[config.mk]
export PLATFORM = sky130hd
export DESIGN_NAME = rgb_lcd_sync
export DESIGN_NICKNAME = d
export VERILOG_FILES = /design/src/rtl/lcd_sync_pkg.sv /design/src/rtl/lcd_seq.sv /design/src/rtl/lcd_vtimer.sv /design/src/rtl/lcd_htimer.sv /design/src/rtl/lcd_window.sv /design/src/rtl/rgb_lcd_sync.sv
export SDC_FILE = /design/constraint.sdc
export NUM_CORES = 1
export LEC_CHECK = 0
export ABC_AREA = 1
export BUFFER_PORTS_ARGS = -buffer_cell sky130_fd_sc_hd__buf_2
export CAP_MARGIN = 25
export CORE_MARGIN = 3
export CORE_UTILIZATION = 50
export CTS_CLUSTER_DIAMETER = 80
export DETAILED_ROUTE_END_ITERATION = 8
export HOLD_SLACK_MARGIN = 0.1
export PLACE_DENSITY = 0.68
export SETUP_SLACK_MARGIN = 0.2
export SLEW_MARGIN = 15
export SYNTH_ARGS = -nofsm -noshare
export SYNTH_HDL_FRONTEND = slang
export SYNTH_SLANG_ARGS = --single-unit
[constraint.sdc]
create_clock -name clk -period 2.3 [get_ports clk]
set_input_delay 0.115 -clock clk [delete_from_list [all_inputs] [get_ports clk]]
set_output_delay 0.115 -clock clk [all_outputs]
set_load 0.005 [all_outputs]
[src/rtl/lcd_sync_pkg.sv]
package lcd_sync_pkg;
  typedef enum logic [1:0] {
    SEQ_IDLE  = 2'd0,
    SEQ_VLEAD = 2'd1,
    SEQ_RUN   = 2'd2
  } seq_state_e;
endpackage

[src/rtl/lcd_seq.sv]
module lcd_seq
  import lcd_sync_pkg::*;
#(
  parameter int VW    = 19,
  parameter int H_LAG = 1
) (
  input  logic          clk,
  input  logic          rst,
  input  logic          start,
  input  logic [VW-1:0] v_cnt,
  output logic          v_load,
  output logic          v_run,
  output logic          h_load,
  output logic          h_run
);
  localparam logic [VW-1:0] LAG_LAST = VW'(H_LAG - 1);

  seq_state_e st;

  assign v_load = (st == SEQ_IDLE) && start;
  assign h_load = (st == SEQ_VLEAD) && (v_cnt == LAG_LAST);
  assign v_run  = (st != SEQ_IDLE);
  assign h_run  = (st == SEQ_RUN);

  always_ff @(posedge clk) begin
    if (rst)         st <= SEQ_IDLE;
    else if (v_load) st <= SEQ_VLEAD;
    else if (h_load) st <= SEQ_RUN;
  end
endmodule

[src/rtl/lcd_vtimer.sv]
module lcd_vtimer #(
  parameter int V_PER = 294984,
  parameter int V_PW  = 3672,
  parameter int VW    = 19
) (
  input  logic          clk,
  input  logic          rst,
  input  logic          load,
  input  logic          run,
  output logic [VW-1:0] cnt,
  output logic          sync
);
  localparam logic [VW-1:0] LAST = VW'(V_PER - 1);
  localparam logic [VW-1:0] PW   = VW'(V_PW);

  assign sync = run && (cnt < PW);

  always_ff @(posedge clk) begin
    if (rst || load) cnt <= '0;
    else if (run)    cnt <= (cnt == LAST) ? '0 : cnt + 1'b1;
  end
endmodule

[src/rtl/lcd_htimer.sv]
module lcd_htimer #(
  parameter int H_PER   = 1224,
  parameter int H_PW    = 90,
  parameter int V_LINES = 241,
  parameter int HW      = 11,
  parameter int LW      = 8
) (
  input  logic          clk,
  input  logic          rst,
  input  logic          load,
  input  logic          run,
  output logic [HW-1:0] h_cnt,
  output logic [HW-1:0] h_nxt,
  output logic [LW-1:0] line,
  output logic          sync
);
  localparam logic [HW-1:0] H_LAST = HW'(H_PER - 1);
  localparam logic [HW-1:0] PW     = HW'(H_PW);
  localparam logic [LW-1:0] L_LAST = LW'(V_LINES - 1);

  assign sync = run && (h_cnt < PW);

  always_comb begin
    if (load)     h_nxt = '0;
    else if (run) h_nxt = (h_cnt == H_LAST) ? '0 : h_cnt + 1'b1;
    else          h_nxt = h_cnt;
  end

  always_ff @(posedge clk) begin
    if (rst) h_cnt <= '0;
    else     h_cnt <= h_nxt;
  end

  always_ff @(posedge clk) begin
    if (rst || load)
      line <= '0;
    else if (run && (h_cnt == H_LAST))
      line <= (line == L_LAST) ? '0 : line + 1'b1;
  end
endmodule

[src/rtl/lcd_window.sv]
module lcd_window #(
  parameter int TPP     = 3,
  parameter int H_START = 204,
  parameter int H_ACT   = 960,
  parameter int V_BLANK = 1,
  parameter int HW      = 11,
  parameter int LW      = 8,
  parameter int CW      = 9
) (
  input  logic          clk,
  input  logic          rst,
  input  logic          run,
  input  logic [HW-1:0] h_cnt,
  input  logic [HW-1:0] h_nxt,
  input  logic [LW-1:0] line,
  output logic          de,
  output logic [CW-1:0] pix
);
  localparam logic [HW-1:0] WIN_LO = HW'(H_START);
  localparam logic [HW-1:0] WIN_HI = HW'(H_START + H_ACT);
  localparam logic [LW-1:0] BLANK  = LW'(V_BLANK);

  logic in_win;
  logic win_open;

  assign in_win   = run && (h_cnt >= WIN_LO) && (h_cnt < WIN_HI);
  assign de       = in_win && (line >= BLANK);
  assign win_open = (h_nxt == WIN_LO);

  generate
    if (TPP > 1) begin : g_multi_tick
      localparam int SW = $clog2(TPP);
      localparam logic [SW-1:0] SUB_LAST = SW'(TPP - 1);
      logic [SW-1:0] sub;

      always_ff @(posedge clk) begin
        if (rst || win_open) begin
          sub <= '0;
          pix <= '0;
        end else if (in_win) begin
          if (sub == SUB_LAST) begin
            sub <= '0;
            pix <= pix + 1'b1;
          end else begin
            sub <= sub + 1'b1;
          end
        end
      end
    end else begin : g_single_tick
      always_ff @(posedge clk) begin
        if (rst || win_open) pix <= '0;
        else if (in_win)     pix <= pix + 1'b1;
      end
    end
  endgenerate
endmodule

[src/rtl/rgb_lcd_sync.sv]
module rgb_lcd_sync #(
  parameter int TICKS_PER_PIX = 3,
  parameter int H_PIXELS      = 320,
  parameter int H_PERIOD_PIX  = 408,
  parameter int H_PULSE       = 90,
  parameter int H_START       = 204,
  parameter int V_ACTIVE      = 240,
  parameter int V_BLANK       = 1,
  parameter int V_PULSE_LINES = 3,
  parameter int H_LAG         = 1
) (
  input  logic                                 clk,
  input  logic                                 rst,
  input  logic                                 start,
  output logic                                 hs_n_o,
  output logic                                 vs_n_o,
  output logic                                 de_o,
  output logic [$clog2(V_ACTIVE+V_BLANK)-1:0]  line_o,
  output logic [$clog2(H_PIXELS)-1:0]          col_o
);
  localparam int H_ACT   = H_PIXELS * TICKS_PER_PIX;
  localparam int H_PER   = H_PERIOD_PIX * TICKS_PER_PIX;
  localparam int V_LINES = V_ACTIVE + V_BLANK;
  localparam int V_PER   = H_PER * V_LINES;
  localparam int V_PW    = V_PULSE_LINES * H_PER;
  localparam int HW      = $clog2(H_PER + 1);
  localparam int VW      = $clog2(V_PER + 1);
  localparam int LW      = $clog2(V_LINES);
  localparam int CW      = $clog2(H_PIXELS);

  logic          v_load, v_run, h_load, h_run;
  logic [VW-1:0] v_cnt;
  logic          v_sync, h_sync;
  logic [HW-1:0] h_cnt, h_nxt;
  logic [LW-1:0] line;
  logic          de;
  logic [CW-1:0] pix;

  lcd_seq #(.VW(VW), .H_LAG(H_LAG)) u_seq (
    .clk(clk), .rst(rst), .start(start), .v_cnt(v_cnt),
    .v_load(v_load), .v_run(v_run), .h_load(h_load), .h_run(h_run)
  );

  lcd_vtimer #(.V_PER(V_PER), .V_PW(V_PW), .VW(VW)) u_vtim (
    .clk(clk), .rst(rst), .load(v_load), .run(v_run),
    .cnt(v_cnt), .sync(v_sync)
  );

  lcd_htimer #(.H_PER(H_PER), .H_PW(H_PULSE), .V_LINES(V_LINES),
               .HW(HW), .LW(LW)) u_htim (
    .clk(clk), .rst(rst), .load(h_load), .run(h_run),
    .h_cnt(h_cnt), .h_nxt(h_nxt), .line(line), .sync(h_sync)
  );

  lcd_window #(.TPP(TICKS_PER_PIX), .H_START(H_START), .H_ACT(H_ACT),
               .V_BLANK(V_BLANK), .HW(HW), .LW(LW), .CW(CW)) u_win (
    .clk(clk), .rst(rst), .run(h_run), .h_cnt(h_cnt), .h_nxt(h_nxt),
    .line(line), .de(de), .pix(pix)
  );

  always_ff @(posedge clk) begin
    if (rst) begin
      hs_n_o <= 1'b1;
      vs_n_o <= 1'b1;
      de_o   <= 1'b0;
      line_o <= '0;
      col_o  <= '0;
    end else begin
      hs_n_o <= ~h_sync;
      vs_n_o <= ~v_sync;
      de_o   <= de;
      line_o <= line;
      col_o  <= de ? pix : '0;
    end
  end
endmodule

==> impl_metrics.ini <==
[status]
status = complete, no violations

[floorplan]
die_x_um = 88.4
start_util_pct = 52.5
die-area_um2 = 7810
io_pins = 23
core_um2 = 6460
rows = 29
die_h_um = 88.4

[pwr]
power_mw = 2.57
ir_drop_mv = 0.355
power.leakage_nw = 1.58
p_per_area_nw_per_um2 = 672

[critical_path]
critPathKind = flip-flop to flip-flop
end_kind = flip-flop
crit_start = u_htim.h_cnt[0]
critical_path_arrival_ps = 2070
crit_required_ps = 2540
crit_slowest_cell = dfxtp_1
critPathLaunchType = flip-flop
cpPeakStageDelay_ps = 420
crit_family = simple AND/OR/NAND/NOR gates
path_cells = ha_1 > nand3_1 > nor2_1 > nand2_1 > xor2_1 > nand2_1 > nor2_1 > nand2_1 > nand2_2 > nor2_1
worst_r2r_startpoint = u_htim.h_cnt[0]
crit_buf_inv = 0
crit_path_max_fanout = 11

[finish]
fin_util_pct = 59.1
final_area_um2 = 3820
fillCellCount = 617
diodes = 0
seq_area_um2 = 1420
drive_gt1_share_pct = 11.5
nets = 519
area_growth_pct = 12.5
multi_input_area_um2 = 1640

[placement]
placed_area_um2 = 3570
portBuffers = 22
globalplace.congestion = 0.915
hpwl_um = 5090

[timing]
rsz0062_at_grt = no
finClkSkew_ps = 10.4
timing.fmax_ghz = 0.548
period_needed_ps = 1820
timing.final.hold_violations = 0
setup_violations = 0
timing.final.crit_share_pct = 79.3
slew_headroom_pct = 61.6
worst_slew_pin_slew_ps = 574
maxSlewViolCount = 0
hold_slack_ps = 477
tns_ps = 0

[global_route]
grt_max_degree = 15
grt_pass1_wl_um = 11600
grtUsageTotal_pct = 19.1
grt_pass1_vias = 2692
gr-total-overflow = 0
antenna_found_initial = 0

[logic_synthesis]
avgSynthCellArea_um2 = 7.13
synthTopCellsByArea = dfxtp_1 (42%), nor2_1 (11%), nand2_1 (10%), inv_1 (7.9%), xor2_1 (4.6%)
syn_area_um2 = 3390
synth_cell_types = 36
yosys.area.top_type = dfxtp_1
synthCells = 476
yosysTopAreaCellShare_pct = 41.9
ys_seq_elements = 71
seq_area_frac_synth_pct = 41.9
syn_nets = 487
yosysWarningCount = 0

[drt]
via_per_inst = 4.98
drt-wirelength-per-cell_um = 11.5
dr.first_iter.drc_count = 91
wl_um = 6800
drcViolationCount = 0
ant_nets = 0
drt_pass1_iterations = 5
route.vias.total = 2938

[run]
maxCapViolations = 0

[clock_network]
cts_buffers = 9
cts_root_buf = clkbuf_8
clk_pin_slew_ps = 80
cts.sinks = 71
cts_max_level = 3
cts_tree = built
cts-resized-gates = 0
clock_latency_ps = 350
clockBufferDepth = 2

[worst_hold_path]
hold_path.class = flip-flop to flip-flop
worstHoldStart = u_win.pix[8]
==> flip-flops by register name, summed over array words and instances (netlist names) <==
| register | flops |
|---|---|
| vs_n_o | 1 |
| u_htim.line | 8 |
| u_vtim.cnt | 19 |
| u_htim.h_cnt | 11 |
| u_win.pix | 9 |
| col_o | 9 |
| u_win.g_multi_tick.sub | 2 |
| de_o | 1 |
| u_seq.st | 2 |
| hs_n_o | 1 |
| line_o | 8 |
==> power breakdown <==
part / switching [mW] / internal [mW]
sequential: 0.0171 / 1.25
combinational: 0.127 / 0.0553
clock: 0.498 / 0.623
total: 0.642 / 1.92
==> cell usage after synthesis, drive strengths merged <==
library cell and number:
a2111o 1, a211oi 4, a21oi 12, a31oi 1
and3 1, buf 5, clkbuf 1, clkinv 1
dfxtp 71, ha 8, inv 75, nand2 97
nand3 32, nand4 9, nor2 101, nor3 13
nor3b 3, nor4 3, nor4b 1, o211ai 1
o21ai 11, o22ai 1, o41ai 2, or2 1
xnor2 3, xor2 18
==> cells by family after synthesis <==
logic type / after synthesis / share of synthesized area [%]
AND/OR/NAND/NOR: 261 / 34.1
buffers and inverters: 82 / 9.89
flip-flops: 71 / 41.9
AO/OA/AOI/OAI: 33 / 5.72
XOR/XNOR: 21 / 5.42
adder cells (fa/ha/maj): 8 / 2.95
==> tightest hold or removal path: stages, from the launching register on <==
cell	delay [ps]
dfxtp_1	320
inv_1	80
nor2_1	50
==> cells in the final DEF, fill, tap and decap left out, types with 2 or more instances in the layout <==
cell type      count
nor3_2             2
o41ai_1            2
inv_6              3
nand2_1           93
nor2_2             2
xnor2_1            3
dlygate4sd3_1      2
nor2_1            97
nor4_1             2
nor3_1            11
nor3b_1            3
clkbuf_8           9
nand3_1           30
xor2_1            18
a211oi_1           4
buf_2             22
ha_1               8
nand2_2            3
bufinv_16          2
a21oi_1           12
nand4_1            9
buf_4              3
o21ai_0           11
dfxtp_1           71
inv_2              4
nand3_2            2
inv_1             71
nor2_4             2
==> layout make-up <==
class	count	share of cell area [%]
Clock inverter	7	2.69
Clock buffer	9	3.24
Multi-Input combinational cell	323	42.8
Timing Repair Buffer	27	4.00
Inverter	76	7.47
Tap cell	77	2.52
Sequential cell	71	37.2
==> final timing paths <==
path / to / slack, ps / cells after the start
setup / recovery: u_win.pix[8] / 480 / 10
hold / removal: col_o[8] / 480 / 2
setup reg to reg: u_win.pix[8] / 480 / 10
hold reg to reg: col_o[8] / 480 / 2
==> metrics by stage <==
| step | cells | setup slack [ps] |
|---|---|---|
| floorplan | 476 | 724 |
| global placement | 572 | 523 |
| detailed placement | 572 | 527 |
| CTS | 590 | 472 |
| global route | 590 | 202 |
| finish | 590 | 475 |
==> repair_timing <==
| item | CTS | global route |
|---|---|---|
| hold buffers | 2 | 0 |
| hold endpoints to repair | 9 | 0 |
| setup buffers | 0 | 0 |
==> metal layers <==
metal	vias to the layer above	track usage, %	wire, µm
met2	53	33.7	3350
li1	1551	-	-
met5	-	0	0
met1	1322	21.7	3070
met4	0	10.0	146
met3	12	3.54	230
Note: power is estimated with default switching activity, not from simulation.
